`config.mk`:
```
export PLATFORM = sky130hd
export DESIGN_NAME = instr_sequencer
export DESIGN_NICKNAME = d
export VERILOG_FILES = /design/src/rtl/seq_pkg.sv /design/src/rtl/seq_step_counter.sv /design/src/rtl/seq_op_decoder.sv /design/src/rtl/seq_intr_ctrl.sv /design/src/rtl/instr_sequencer.sv
export SDC_FILE = /design/constraint.sdc
export NUM_CORES = 1
export LEC_CHECK = 0
export ABC_AREA = 1
export BUFFER_PORTS_ARGS = -buffer_cell sky130_fd_sc_hd__buf_2
export CAP_MARGIN = 20
export CORE_MARGIN = 10
export CORE_UTILIZATION = 28
export DETAILED_ROUTE_END_ITERATION = 7
export GPL_ROUTABILITY_DRIVEN = 0
export PLACE_DENSITY_LB_ADDON = 0.12
export SYNTH_ARGS = -nofsm -noshare
export SYNTH_HDL_FRONTEND = slang
export SYNTH_SLANG_ARGS = --single-unit
```
`constraint.sdc`:
```
create_clock -name clk -period 3.77 [get_ports clk]
set_input_delay 0.754 -clock clk [delete_from_list [all_inputs] [get_ports clk]]
set_output_delay 0.754 -clock clk [all_outputs]
set_load 0.01 [all_outputs]
```
`src/rtl/seq_pkg.sv`:
```
`timescale 1ns/1ps
package seq_pkg;

    typedef enum logic [3:0] {
        PH_FETCH_ADDR,
        PH_FETCH_READ,
        PH_DECODE,
        PH_RESOLVE,
        PH_EXECUTE,
        PH_INT_SAVE,
        PH_INT_WRITE,
        PH_INT_VECTOR,
        PH_STOPPED
    } phase_t;

endpackage

```
`src/rtl/seq_step_counter.sv`:
```
`timescale 1ns/1ps
module seq_step_counter #(
    parameter int SCW = 4,
    localparam int NT = 1 << SCW
) (
    input  logic           clk,
    input  logic           rst_n,
    input  logic           en_i,
    input  logic           clr_i,
    output logic [SCW-1:0] sc_o,
    output logic [NT-1:0]  t_o
);

    always_ff @(posedge clk or negedge rst_n) begin
        if (!rst_n) begin
            sc_o <= '0;
        end else if (clr_i) begin
            sc_o <= '0;
        end else if (en_i) begin
            sc_o <= sc_o + 1'b1;
        end
    end

    for (genvar i = 0; i < NT; i++) begin : g_tline
        assign t_o[i] = en_i && (sc_o == SCW'(i));
    end

endmodule

```
`src/rtl/seq_op_decoder.sv`:
```
`timescale 1ns/1ps
module seq_op_decoder #(
    parameter int OPW = 3,
    localparam int ND = 1 << OPW
) (
    input  logic [OPW-1:0] op_i,
    output logic [ND-1:0]  d_o
);

    for (genvar k = 0; k < ND; k++) begin : g_dline
        assign d_o[k] = (op_i == OPW'(k));
    end

endmodule

```
`src/rtl/seq_intr_ctrl.sv`:
```
`timescale 1ns/1ps
module seq_intr_ctrl #(
    parameter int SCW = 4
) (
    input  logic           clk,
    input  logic           rst_n,
    input  logic           run_i,
    input  logic [SCW-1:0] sc_i,
    input  logic           fg_in_i,
    input  logic           fg_out_i,
    input  logic           io_go_i,
    input  logic           ion_i,
    input  logic           iof_i,
    input  logic           vec_done_i,
    output logic           r_o,
    output logic           r_next_o,
    output logic           ien_o
);

    logic r_set;
    logic ien_d;

    // request may only latch outside the three fetch steps
    assign r_set = run_i && !r_o && ien_o && (fg_in_i || fg_out_i)
                   && (sc_i > SCW'(2));

    always_comb begin
        r_next_o = vec_done_i ? 1'b0 : (r_o || r_set);
        ien_d    = ien_o;
        if (vec_done_i) begin
            ien_d = 1'b0;
        end else if (io_go_i && ion_i) begin
            ien_d = 1'b1;
        end else if (io_go_i && iof_i) begin
            ien_d = 1'b0;
        end
    end

    always_ff @(posedge clk or negedge rst_n) begin
        if (!rst_n) begin
            r_o   <= 1'b0;
            ien_o <= 1'b0;
        end else begin
            r_o   <= r_next_o;
            ien_o <= ien_d;
        end
    end

    assert_r_outside_fetch_R7: assert property (@(posedge clk) disable iff (!rst_n)
        $rose(r_o) |-> ($past(sc_i) > SCW'(2)) && $past(ien_o));

    assert_ien_dropped_R9: assert property (@(posedge clk) disable iff (!rst_n)
        vec_done_i |=> !ien_o && !r_o);

endmodule

```
`src/rtl/instr_sequencer.sv`:
```
`timescale 1ns/1ps
module instr_sequencer #(
    parameter int AW  = 12,
    parameter int DW  = 16,
    parameter int SCW = 4,
    parameter int OPW = 3,
    localparam int ND = 1 << OPW,
    localparam int NT = 1 << SCW
) (
    input  logic          clk,
    input  logic          rst_n,
    input  logic [DW-1:0] mem_rdata,
    output logic [AW-1:0] mem_addr,
    output logic [DW-1:0] mem_wdata,
    output logic          mem_we,
    input  logic          sc_clr,
    input  logic          flag_in,
    input  logic          flag_out,
    output logic [AW-1:0] pc,
    output logic [AW-1:0] ar,
    output logic [DW-1:0] ir,
    output logic [ND-1:0] op_dec,
    output logic          indirect,
    output logic [NT-1:0] timing,
    output logic          mr_exec,
    output logic          rr_exec,
    output logic          io_exec,
    output logic          ien,
    output logic          int_cycle,
    output logic          running
);
    import seq_pkg::*;

    localparam int IND_BIT = DW - 1;
    localparam int OP_LSB  = DW - 1 - OPW;
    localparam int ION_BIT = 7;
    localparam int IOF_BIT = 6;
    localparam int HLT_BIT = 0;
    localparam logic [SCW-1:0] MR_STEP = SCW'(4);
    localparam logic [SCW-1:0] SC_LAST = {SCW{1'b1}};

    phase_t ph_q, ph_d, start_ph;

    logic [AW-1:0]  ar_q, ar_d, pc_q, pc_d;
    logic [DW-1:0]  ir_q, ir_d, tr_q, tr_d;
    logic [SCW-1:0] sc_q;
    logic           run, sc_clear, halt_now, vec_done;
    logic           mr_go, rr_go, io_go, we;
    logic           reg_op, r_q, r_next, ien_q;

    assign run    = (ph_q != PH_STOPPED);
    assign reg_op = op_dec[ND-1];

    seq_step_counter #(.SCW(SCW)) u_steps (
        .clk   (clk),
        .rst_n (rst_n),
        .en_i  (run),
        .clr_i (sc_clear),
        .sc_o  (sc_q),
        .t_o   (timing)
    );

    seq_op_decoder #(.OPW(OPW)) u_opdec (
        .op_i (ir_q[OP_LSB +: OPW]),
        .d_o  (op_dec)
    );

    seq_intr_ctrl #(.SCW(SCW)) u_intr (
        .clk        (clk),
        .rst_n      (rst_n),
        .run_i      (run),
        .sc_i       (sc_q),
        .fg_in_i    (flag_in),
        .fg_out_i   (flag_out),
        .io_go_i    (io_go),
        .ion_i      (ir_q[ION_BIT]),
        .iof_i      (ir_q[IOF_BIT]),
        .vec_done_i (vec_done),
        .r_o        (r_q),
        .r_next_o   (r_next),
        .ien_o      (ien_q)
    );

    // state register
    always_ff @(posedge clk or negedge rst_n) begin
        if (!rst_n) begin
            ph_q <= PH_FETCH_ADDR;
        end else begin
            ph_q <= ph_d;
        end
    end

    // next phase
    always_comb begin
        start_ph = r_next ? PH_INT_SAVE : PH_FETCH_ADDR;
        ph_d     = ph_q;
        unique case (ph_q)
            PH_FETCH_ADDR: ph_d = PH_FETCH_READ;
            PH_FETCH_READ: ph_d = PH_DECODE;
            PH_DECODE:     ph_d = PH_RESOLVE;
            PH_RESOLVE: begin
                if (halt_now)    ph_d = PH_STOPPED;
                else if (sc_clr) ph_d = start_ph;
                else             ph_d = PH_EXECUTE;
            end
            PH_EXECUTE: begin
                if (sc_clr || sc_q == SC_LAST) ph_d = start_ph;
            end
            PH_INT_SAVE:   ph_d = PH_INT_WRITE;
            PH_INT_WRITE:  ph_d = PH_INT_VECTOR;
            PH_INT_VECTOR: ph_d = PH_FETCH_ADDR;
            PH_STOPPED:    ph_d = PH_STOPPED;
            default:       ph_d = PH_FETCH_ADDR;
        endcase
    end

    // per-phase register transfers and strobes
    always_comb begin
        ar_d     = ar_q;
        pc_d     = pc_q;
        ir_d     = ir_q;
        tr_d     = tr_q;
        we       = 1'b0;
        mr_go    = 1'b0;
        rr_go    = 1'b0;
        io_go    = 1'b0;
        halt_now = 1'b0;
        vec_done = 1'b0;
        sc_clear = 1'b0;
        unique case (ph_q)
            PH_FETCH_ADDR: ar_d = pc_q;
            PH_FETCH_READ: begin
                ir_d = mem_rdata;
                pc_d = pc_q + 1'b1;
            end
            PH_DECODE: ar_d = ir_q[AW-1:0];
            PH_RESOLVE: begin
                if (reg_op) begin
                    io_go    = ir_q[IND_BIT];
                    rr_go    = !ir_q[IND_BIT];
                    halt_now = !ir_q[IND_BIT] && ir_q[HLT_BIT];
                end else if (ir_q[IND_BIT]) begin
                    ar_d = mem_rdata[AW-1:0];
                end
                sc_clear = sc_clr || halt_now;
            end
            PH_EXECUTE: begin
                mr_go    = !reg_op && (sc_q == MR_STEP);
                sc_clear = sc_clr;
            end
            PH_INT_SAVE: begin
                ar_d = '0;
                tr_d = DW'(pc_q);
            end
            PH_INT_WRITE: begin
                we   = 1'b1;
                pc_d = '0;
            end
            PH_INT_VECTOR: begin
                pc_d     = pc_q + 1'b1;
                vec_done = 1'b1;
                sc_clear = 1'b1;
            end
            PH_STOPPED: ;
            default: ;
        endcase
    end

    always_ff @(posedge clk or negedge rst_n) begin
        if (!rst_n) begin
            ar_q <= '0;
            pc_q <= '0;
            ir_q <= '0;
            tr_q <= '0;
        end else begin
            ar_q <= ar_d;
            pc_q <= pc_d;
            ir_q <= ir_d;
            tr_q <= tr_d;
        end
    end

    assign mem_addr  = ar_d;
    assign mem_wdata = tr_q;
    assign mem_we    = we;
    assign pc        = pc_q;
    assign ar        = ar_q;
    assign ir        = ir_q;
    assign indirect  = ir_q[IND_BIT];
    assign mr_exec   = mr_go;
    assign rr_exec   = rr_go;
    assign io_exec   = io_go;
    assign ien       = ien_q;
    assign int_cycle = r_q;
    assign running   = run;

    assert_step_advance_R2: assert property (@(posedge clk) disable iff (!rst_n)
        (ph_q == PH_EXECUTE && !sc_clr && sc_q != SC_LAST)
        |=> timing == ($past(timing) << 1));

    assert_fetch_no_clear_R6: assert property (@(posedge clk) disable iff (!rst_n)
        (ph_q == PH_FETCH_ADDR) |=> (ph_q == PH_FETCH_READ) && timing[1]);

    assert_indirect_reload_R4: assert property (@(posedge clk) disable iff (!rst_n)
        (ph_q == PH_RESOLVE && !reg_op && ir_q[IND_BIT])
        |=> ar_q == $past(mem_rdata[AW-1:0]));

    assert_vector_one_R8: assert property (@(posedge clk) disable iff (!rst_n)
        (ph_q == PH_INT_VECTOR) |=> (pc_q == AW'(1)) && (ph_q == PH_FETCH_ADDR));

    assert_halt_frozen_R10: assert property (@(posedge clk) disable iff (!rst_n)
        (ph_q == PH_STOPPED) |=> $stable(pc_q) && (ph_q == PH_STOPPED) && (timing == '0));

    assert_write_at_rt1_R11: assert property (@(posedge clk) disable iff (!rst_n)
        mem_we |-> r_q && timing[1] && (mem_addr == '0));

endmodule

```
==> out/results.tsv, run 1 <==
metric	value	unit
P&R area growth vs syn	30.3	%
H-tree Lvls	3	
worst-margin pin slew	956	ps
initial DRC count	149	
routed vias	2916	
FP Rows	39	
worst reg2reg setup slack	1670	ps
max-cap violation count	0	
hold crit path type	in -> async	
Final Core Density	0.369	
Final Worst Setup Slack	512	ps
setup_tns	0	ps
FF-to-FF Start	ph_q[3]$_DFFE_PN0P_	
CTS tree	built	
GRT Overall Usage	0.126	
antenna violations before repair	0	
Yosys warnings	0	
fmax	0.307	GHz
Worst Skew	11.2	ps
final WL	10200	µm
CTS Sinks	62	
worst reg2reg path depth	5	
hpwl dp	7940	µm
total core area	11300	µm²
CP Max Fanout	16	
hold buffer count at cts	0	
largest net degree at the start of global routing	28	
Post-Syn Area	3200	µm²
Worst Setup EP	mem_addr[8]	
routed len/inst	15.9	µm
Post-synth EDFFs	0	
Critical path origin	ph_q[3]$_DFFE_PN0P_	
Ant. Diodes	0	
final slew viol count	0	
iteration count of the initial detailed-routing pass	4	
Pleak	2.21	nW
initial core utilization	0.283	
postcts setup bufs	0	
slew margin rel.	0.360	
outcome	completed	
CTS Buf Count	9	
FF/Latch Area	1550	µm²
ys flop type	dfrtp_1	
Clock transition at path regs	60	ps
Tcrit/Tclk final	0.864	
vias in the first global route	2988	
share of layout cells above drive strength 1	0.333	
Pwr Density	887	nW/µm²
Layout fillers	1215	
# port buffers	116	
final hold vios	0	
RSZ-0062 raised after global routing	false	
clk_lat worst skew	330	ps
Final #Nets	517	
Avg Cell Area, Syn	8.48	µm²
FFs w/ async S/R, synth	1.00	
Multi-input gate area	1350	µm²
Die W	127	µm
r2r endpoint	ar[8]$_DFF_PN0_	
global route total overflow	0	
Post-CTS Resized	0	
Crit Path Class	reg -> out	
CP required	3020	ps
critical path capture point type	output pin	
Top Ports	121	
number of remaining DRC errors	0	
synthesized instance count	378	
VDD IR-drop max	0.385	mV
Clock Path Buffers	2	
Place WS	825	ps
startpoint types	flip-flop	
die height	127	µm
first-pass GRT wire length	16300	µm
final setup violating endpoints	0	
clock root cell	clkbuf_16	
post-synthesis sequential area ratio	0.484	
minimum clock period	3260	ps
post-route ant nets	0	
post-synth cell types	32	
FF+latch count, synth	62	
Vias per Instance	4.56	
worst path arrival time	2500	ps
Total Die Area	16100	µm²
-- metrics by stage --
stage / hold slack, ps / std cells / area [µm²] / power, mW
2_1_floorplan: 458 / 381 / 3220 / 2.25
3_3_place_gp: 463 / 623 / 3850 / 2.87
3_5_place_dp: 468 / 623 / 3850 / 2.89
4_1_cts: 429 / 639 / 4170 / 3.77
5_1_grt: 449 / 639 / 4170 / 4.01
6_report: 404 / 639 / 4170 / 3.70
-- power breakdown --
part           switching (mW)  leakage, nW  internal [mW]
clock                   0.302        0.151          0.567
combinational            1.10         1.27          0.626
sequential              0.205        0.791          0.900
total                    1.61         2.21           2.09
-- layer usage --
layer	track usage	up-vias	part of all wire
met2	0.206	75	0.48
met5	0	-	0
li1	-	1449	-
met1	0.155	1385	0.46
met3	0.0451	7	0.056
met4	0.0261	0	0.0089
-- logic make-up (layout without fill, tap and decap cells) --
logic type                 after synthesis  after routing  synth area share
and+or+nand+nor                        177            177             0.249
buffers and inverters                   66            181            0.0976
DFF                                     62             62             0.484
AOI/OAI and AO/OA                       53             53             0.102
muxes                                   11             11            0.0387
adders and majority gates                5              5            0.0195
xor gates and xnor gates                 3              3           0.00820
other                                    1              4           0.00117
-- worst max-delay path, cell delays in order, from the launching register on --
cell and delay [ps]:
dfrtp_1 450, nor2_4 420, nand2_4 160, nor2_1 680, nand2_1 130, o2111ai_1 160, buf_2 180
-- sequential cells by signal, indices dropped and copies added, names as in the netlist --
signal / count
ar: 12
ir: 16
mem_wdata: 12
pc: 12
ph_q: 4
u_intr.ien_o: 1
u_intr.r_o: 1
u_steps.sc_o: 4
-- cell usage in the layout (no fill, tap or decap), drive strengths merged, types with 2 or more instances in the layout --
| master | count |
|---|---|
| mux2 | 11 |
| inv | 47 |
| ha | 5 |
| conb | 4 |
| a21oi | 13 |
| nand4 | 4 |
| o2111ai | 11 |
| buf | 118 |
| nor2 | 50 |
| nor3 | 12 |
| xor2 | 3 |
| o21ai | 25 |
| nand2 | 83 |
| clkbuf | 12 |
| dfrtp | 62 |
| clkinvlp | 2 |
| nand3 | 28 |
-- final cells by class --
| cell class | count | area share |
|---|---|---|
| inverters | 47 | 0.0423 |
| well taps | 143 | 0.0429 |
| flip-flops and latches | 62 | 0.372 |
| repair buffers | 118 | 0.143 |
| clock inverters | 4 | 0.0129 |
| clock buffers | 12 | 0.0638 |
| multi-input cells | 253 | 0.324 |
-- synthesized netlist by cell type, types with 8 or more instances --
library cell,number,area share
o2111ai_1,11,0.030
buf_4,8,0.019
nand3_1,27,0.042
inv_1,42,0.049
nand2_1,76,0.089
nor2_1,46,0.054
nor3_1,11,0.017
mux2_2,11,0.039
o21ai_0,23,0.036
dfrtp_1,62,0.48
a21oi_1,13,0.020
-- worst min-delay path by stage --
stage,cells after the start,endpoint,from
6_report,1,mem_wdata[3]$_DFFE_PN0P_,rst_n
5_1_grt,1,mem_wdata[3]$_DFFE_PN0P_,rst_n
4_1_cts,1,mem_wdata[3]$_DFFE_PN0P_,rst_n
3_5_place_dp,2,mem_wdata[2]$_DFFE_PN0P_,mem_wdata[2]$_DFFE_PN0P_
3_3_place_gp,2,mem_wdata[2]$_DFFE_PN0P_,mem_wdata[2]$_DFFE_PN0P_
2_1_floorplan,0,ar[0]$_DFF_PN0_,rst_n
No activity file was read; power rests on OpenSTA's default activity.
==> run 2: changes to the inputs <==
Settings changed: SYNTH_HIERARCHICAL from default to 1.
==> out/results.tsv, run 2 <==
metric	value	unit	change
vias in the first global route	3611		was 2,988
number of remaining DRC errors	0		unchanged
slew margin rel.	0.352		was 0.360
CP max stage cell	dfrtp_1		was nor2_1
most frequent cells in the layout	nand2_1 (158), buf_2 (116), dfrtp_1 (62)		was buf_2 (116), nand2_1 (76), dfrtp_1 (62)
largest net degree at the start of global routing	40		was 28
final slew viol count	0		unchanged
CP max stage delay	440	ps	was 680 ps
initial DRC count	153		was 149
die height	135	µm	was 127 µm
worst path arrival time	2260	ps	was 2500 ps
Die W	135	µm	was 127 µm
CTS Sinks	62		unchanged
# port buffers	116		unchanged
Tcrit/Tclk final	0.800		was 0.864
Vias per Instance	4.43		was 4.56
RSZ-0062 raised after global routing	false		unchanged
FF+latch count, synth	62		unchanged
fmax	0.332	GHz	was 0.307 GHz
Post-synth EDFFs	0		unchanged
Ant. Diodes	0		unchanged
CP required	3020	ps	about the same
Pwr Density	817	nW/µm²	was 887 nW/µm²
clock root cell	clkbuf_16		unchanged
commonest non-fill, non-tap cell in the layout	nand2_1		was buf_2
CP Max Fanout	20		was 16
Buf+Inv Stages, Crit Path	4		was 1
family with the most delay on the worst path	buffers and inverters		was simple AND/OR/NAND/NOR gates
H-tree Lvls	3		unchanged
top cells by area, synth	dfrtp_1 (42%), nand2_1 (16%), inv_1 (5.5%)		was dfrtp_1 (48%), nand2_1 (8.9%), nor2_1 (5.4%)
initial core utilization	0.289		was 0.283
startpoint types	flip-flop		unchanged
most common library cells after synthesis	nand2_1 (158), dfrtp_1 (62), inv_1 (54), nor2_1 (40), nand3_1 (23)		was nand2_1 (76), dfrtp_1 (62), nor2_1 (46), inv_1 (42), nand3_1 (27)
Top Ports	121		unchanged
minimum clock period	3020	ps	was 3260 ps
Post-Syn Area	3690	µm²	was 3200 µm²
hold crit path type	reg -> reg		was in -> async
adder-cell share of the synthesized area	0.0170		was 0.0195
worst-margin pin slew	972	ps	was 956 ps
routed vias	3391		was 2,916
CTS Buf Count	9		unchanged
first-pass GRT wire length	19100	µm	was 16,300 µm
FFs w/ async S/R, synth	1.00		unchanged
ys flop type	dfrtp_1		unchanged
Worst Skew	3.26	ps	was 11.2 ps
Final Core Density	0.362		was 0.369
GRT Overall Usage	0.131		was 0.126
post-route ant nets	0		unchanged
Largest register FFs	16		unchanged
VDD IR-drop max	0.313	mV	was 0.385 mV
top-area cell type share of the netlist area	0.420		was 0.484
most used cell, CP	nand2_1		
Pleak	2.52	nW	was 2.21 nW
hold buffer count at cts	0		unchanged
Yosys warnings	6		was 0
final hold vios	0		unchanged
CTS tree	built		unchanged
total core area	12800	µm²	was 11,300 µm²
Post-CTS Resized	0		unchanged
postcts setup bufs	0		unchanged
XOR/XNOR Fraction of Synth Area	0		was 0.00820
final WL	11700	µm	was 10,200 µm
max-cap violation count	0		unchanged
Clock transition at path regs	50	ps	was 60 ps
Compound-Gate Fraction of Synth Area	0.105		was 0.102
hpwl dp	9020	µm	was 7940 µm
CP cell instances	inv_2 > nor2_1 > inv_1 > nand2_1 > buf_4 > nand2_1 > o211ai_1 > nand3b_1 > buf_2		was nor2_4 > nand2_4 > nor2_1 > nand2_1 > o2111ai_1 > buf_2
global route total overflow	0		unchanged
final setup violating endpoints	0		unchanged
post-synth cell types	34		was 32
Crit Path Class	reg -> out		unchanged
Synth area leader	dfrtp_1		unchanged
P&R area growth vs syn	25.5	%	was 30.3%
share of layout cells above drive strength 1	0.320		was 0.333
Clock Path Buffers	2		unchanged
most numerous cell in the Yosys netlist	nand2_1		unchanged
largest family of logic cells by synthesized area	simple AND/OR/NAND/NOR gates		unchanged
synthesized instance count	475		was 378
Avg Cell Area, Syn	7.77	µm²	was 8.48 µm²
Final #Nets	614		was 517
outcome	completed		unchanged
simple-gate share of the synthesized area	0.345		was 0.249
clk_lat worst skew	320	ps	was 330 ps
post-synthesis sequential area ratio	0.420		was 0.484
routed len/inst	15.3	µm	was 15.9 µm
iteration count of the initial detailed-routing pass	6		was 4
antenna violations before repair	0		unchanged
FP Rows	41		was 39
critical path capture point type	output pin		unchanged
mux contribution to synthesized area	0		was 0.0387
Total Die Area	18200	µm²	was 16,100 µm²
setup_tns	0	ps	unchanged
run 2: power breakdown:
group	switching (mW)	internal (mW)
logic	1.21	0.637
clock network	0.283	0.500
registers	0.259	0.890
total	1.76	2.03
run 2: logic make-up after synthesis:
family / count (synthesis)
buffers and inverters: 83
flip-flops: 62
AO/OA/AOI/OAI: 52
AND/OR/NAND/NOR: 272
other: 1
adder cells (fa/ha/maj): 5
run 2: area by class of cell:
type	instances	area, µm²
Clock buffer	16	282
Fill cell	1360	8140
Inverter	63	241
Multi-Input combinational cell	333	1740
Sequential cell	62	1550
Tap cell	172	215
Timing Repair Buffer	119	603
run 2: final timing paths:
path / startpoint / endpoint / slack, ps / cells past startpoint
min: mem_wdata[2]$_DFFE_PN0P_ / mem_wdata[2]$_DFFE_PN0P_ / 460 / 2
min in group asynchronous: rst_n / ar[11]$_DFF_PN0_ / 570 / 1
min reg2reg: mem_wdata[2]$_DFFE_PN0P_ / mem_wdata[2]$_DFFE_PN0P_ / 460 / 2
max in group asynchronous: rst_n / ar[0]$_DFF_PN0_ / 2280 / 2
max reg2reg: ph_q[0]$_DFFE_PN0P_ / ph_q[2]$_DFFE_PN0P_ / 1820 / 8
max: ir[14]$_DFFE_PN0P_ / mem_addr[2] / 750 / 9
run 2: tightest hold or removal path, delay by kind of cell, from the launching register on:
kind / cells / cell delay [ps]
flip-flops: 1 / 330
AND/OR/NAND/NOR: 2 / 100
run 2: through the flow:
stage	instance area, µm²	power, mW	cells	worst slack (ps)	hold WS (ps)
final	4630	3.78	765	754	463
after floorplan	3700	2.40	478	1370	458
after detailed placement	4350	3.05	749	1080	457
after CTS	4630	3.86	765	724	469
after global routing	4630	4.13	765	517	498
after global placement	4350	3.03	749	1180	451
run 2: layer usage:
| layer | up-vias | share of wire | global-route usage |
|---|---|---|---|
| li1 | 1722 | - | - |
| met1 | 1567 | 0.46 | 0.165 |
| met2 | 91 | 0.46 | 0.209 |
| met3 | 11 | 0.067 | 0.0427 |
| met4 | 0 | 0.014 | 0.0393 |
| met5 | - | 0 | 0 |
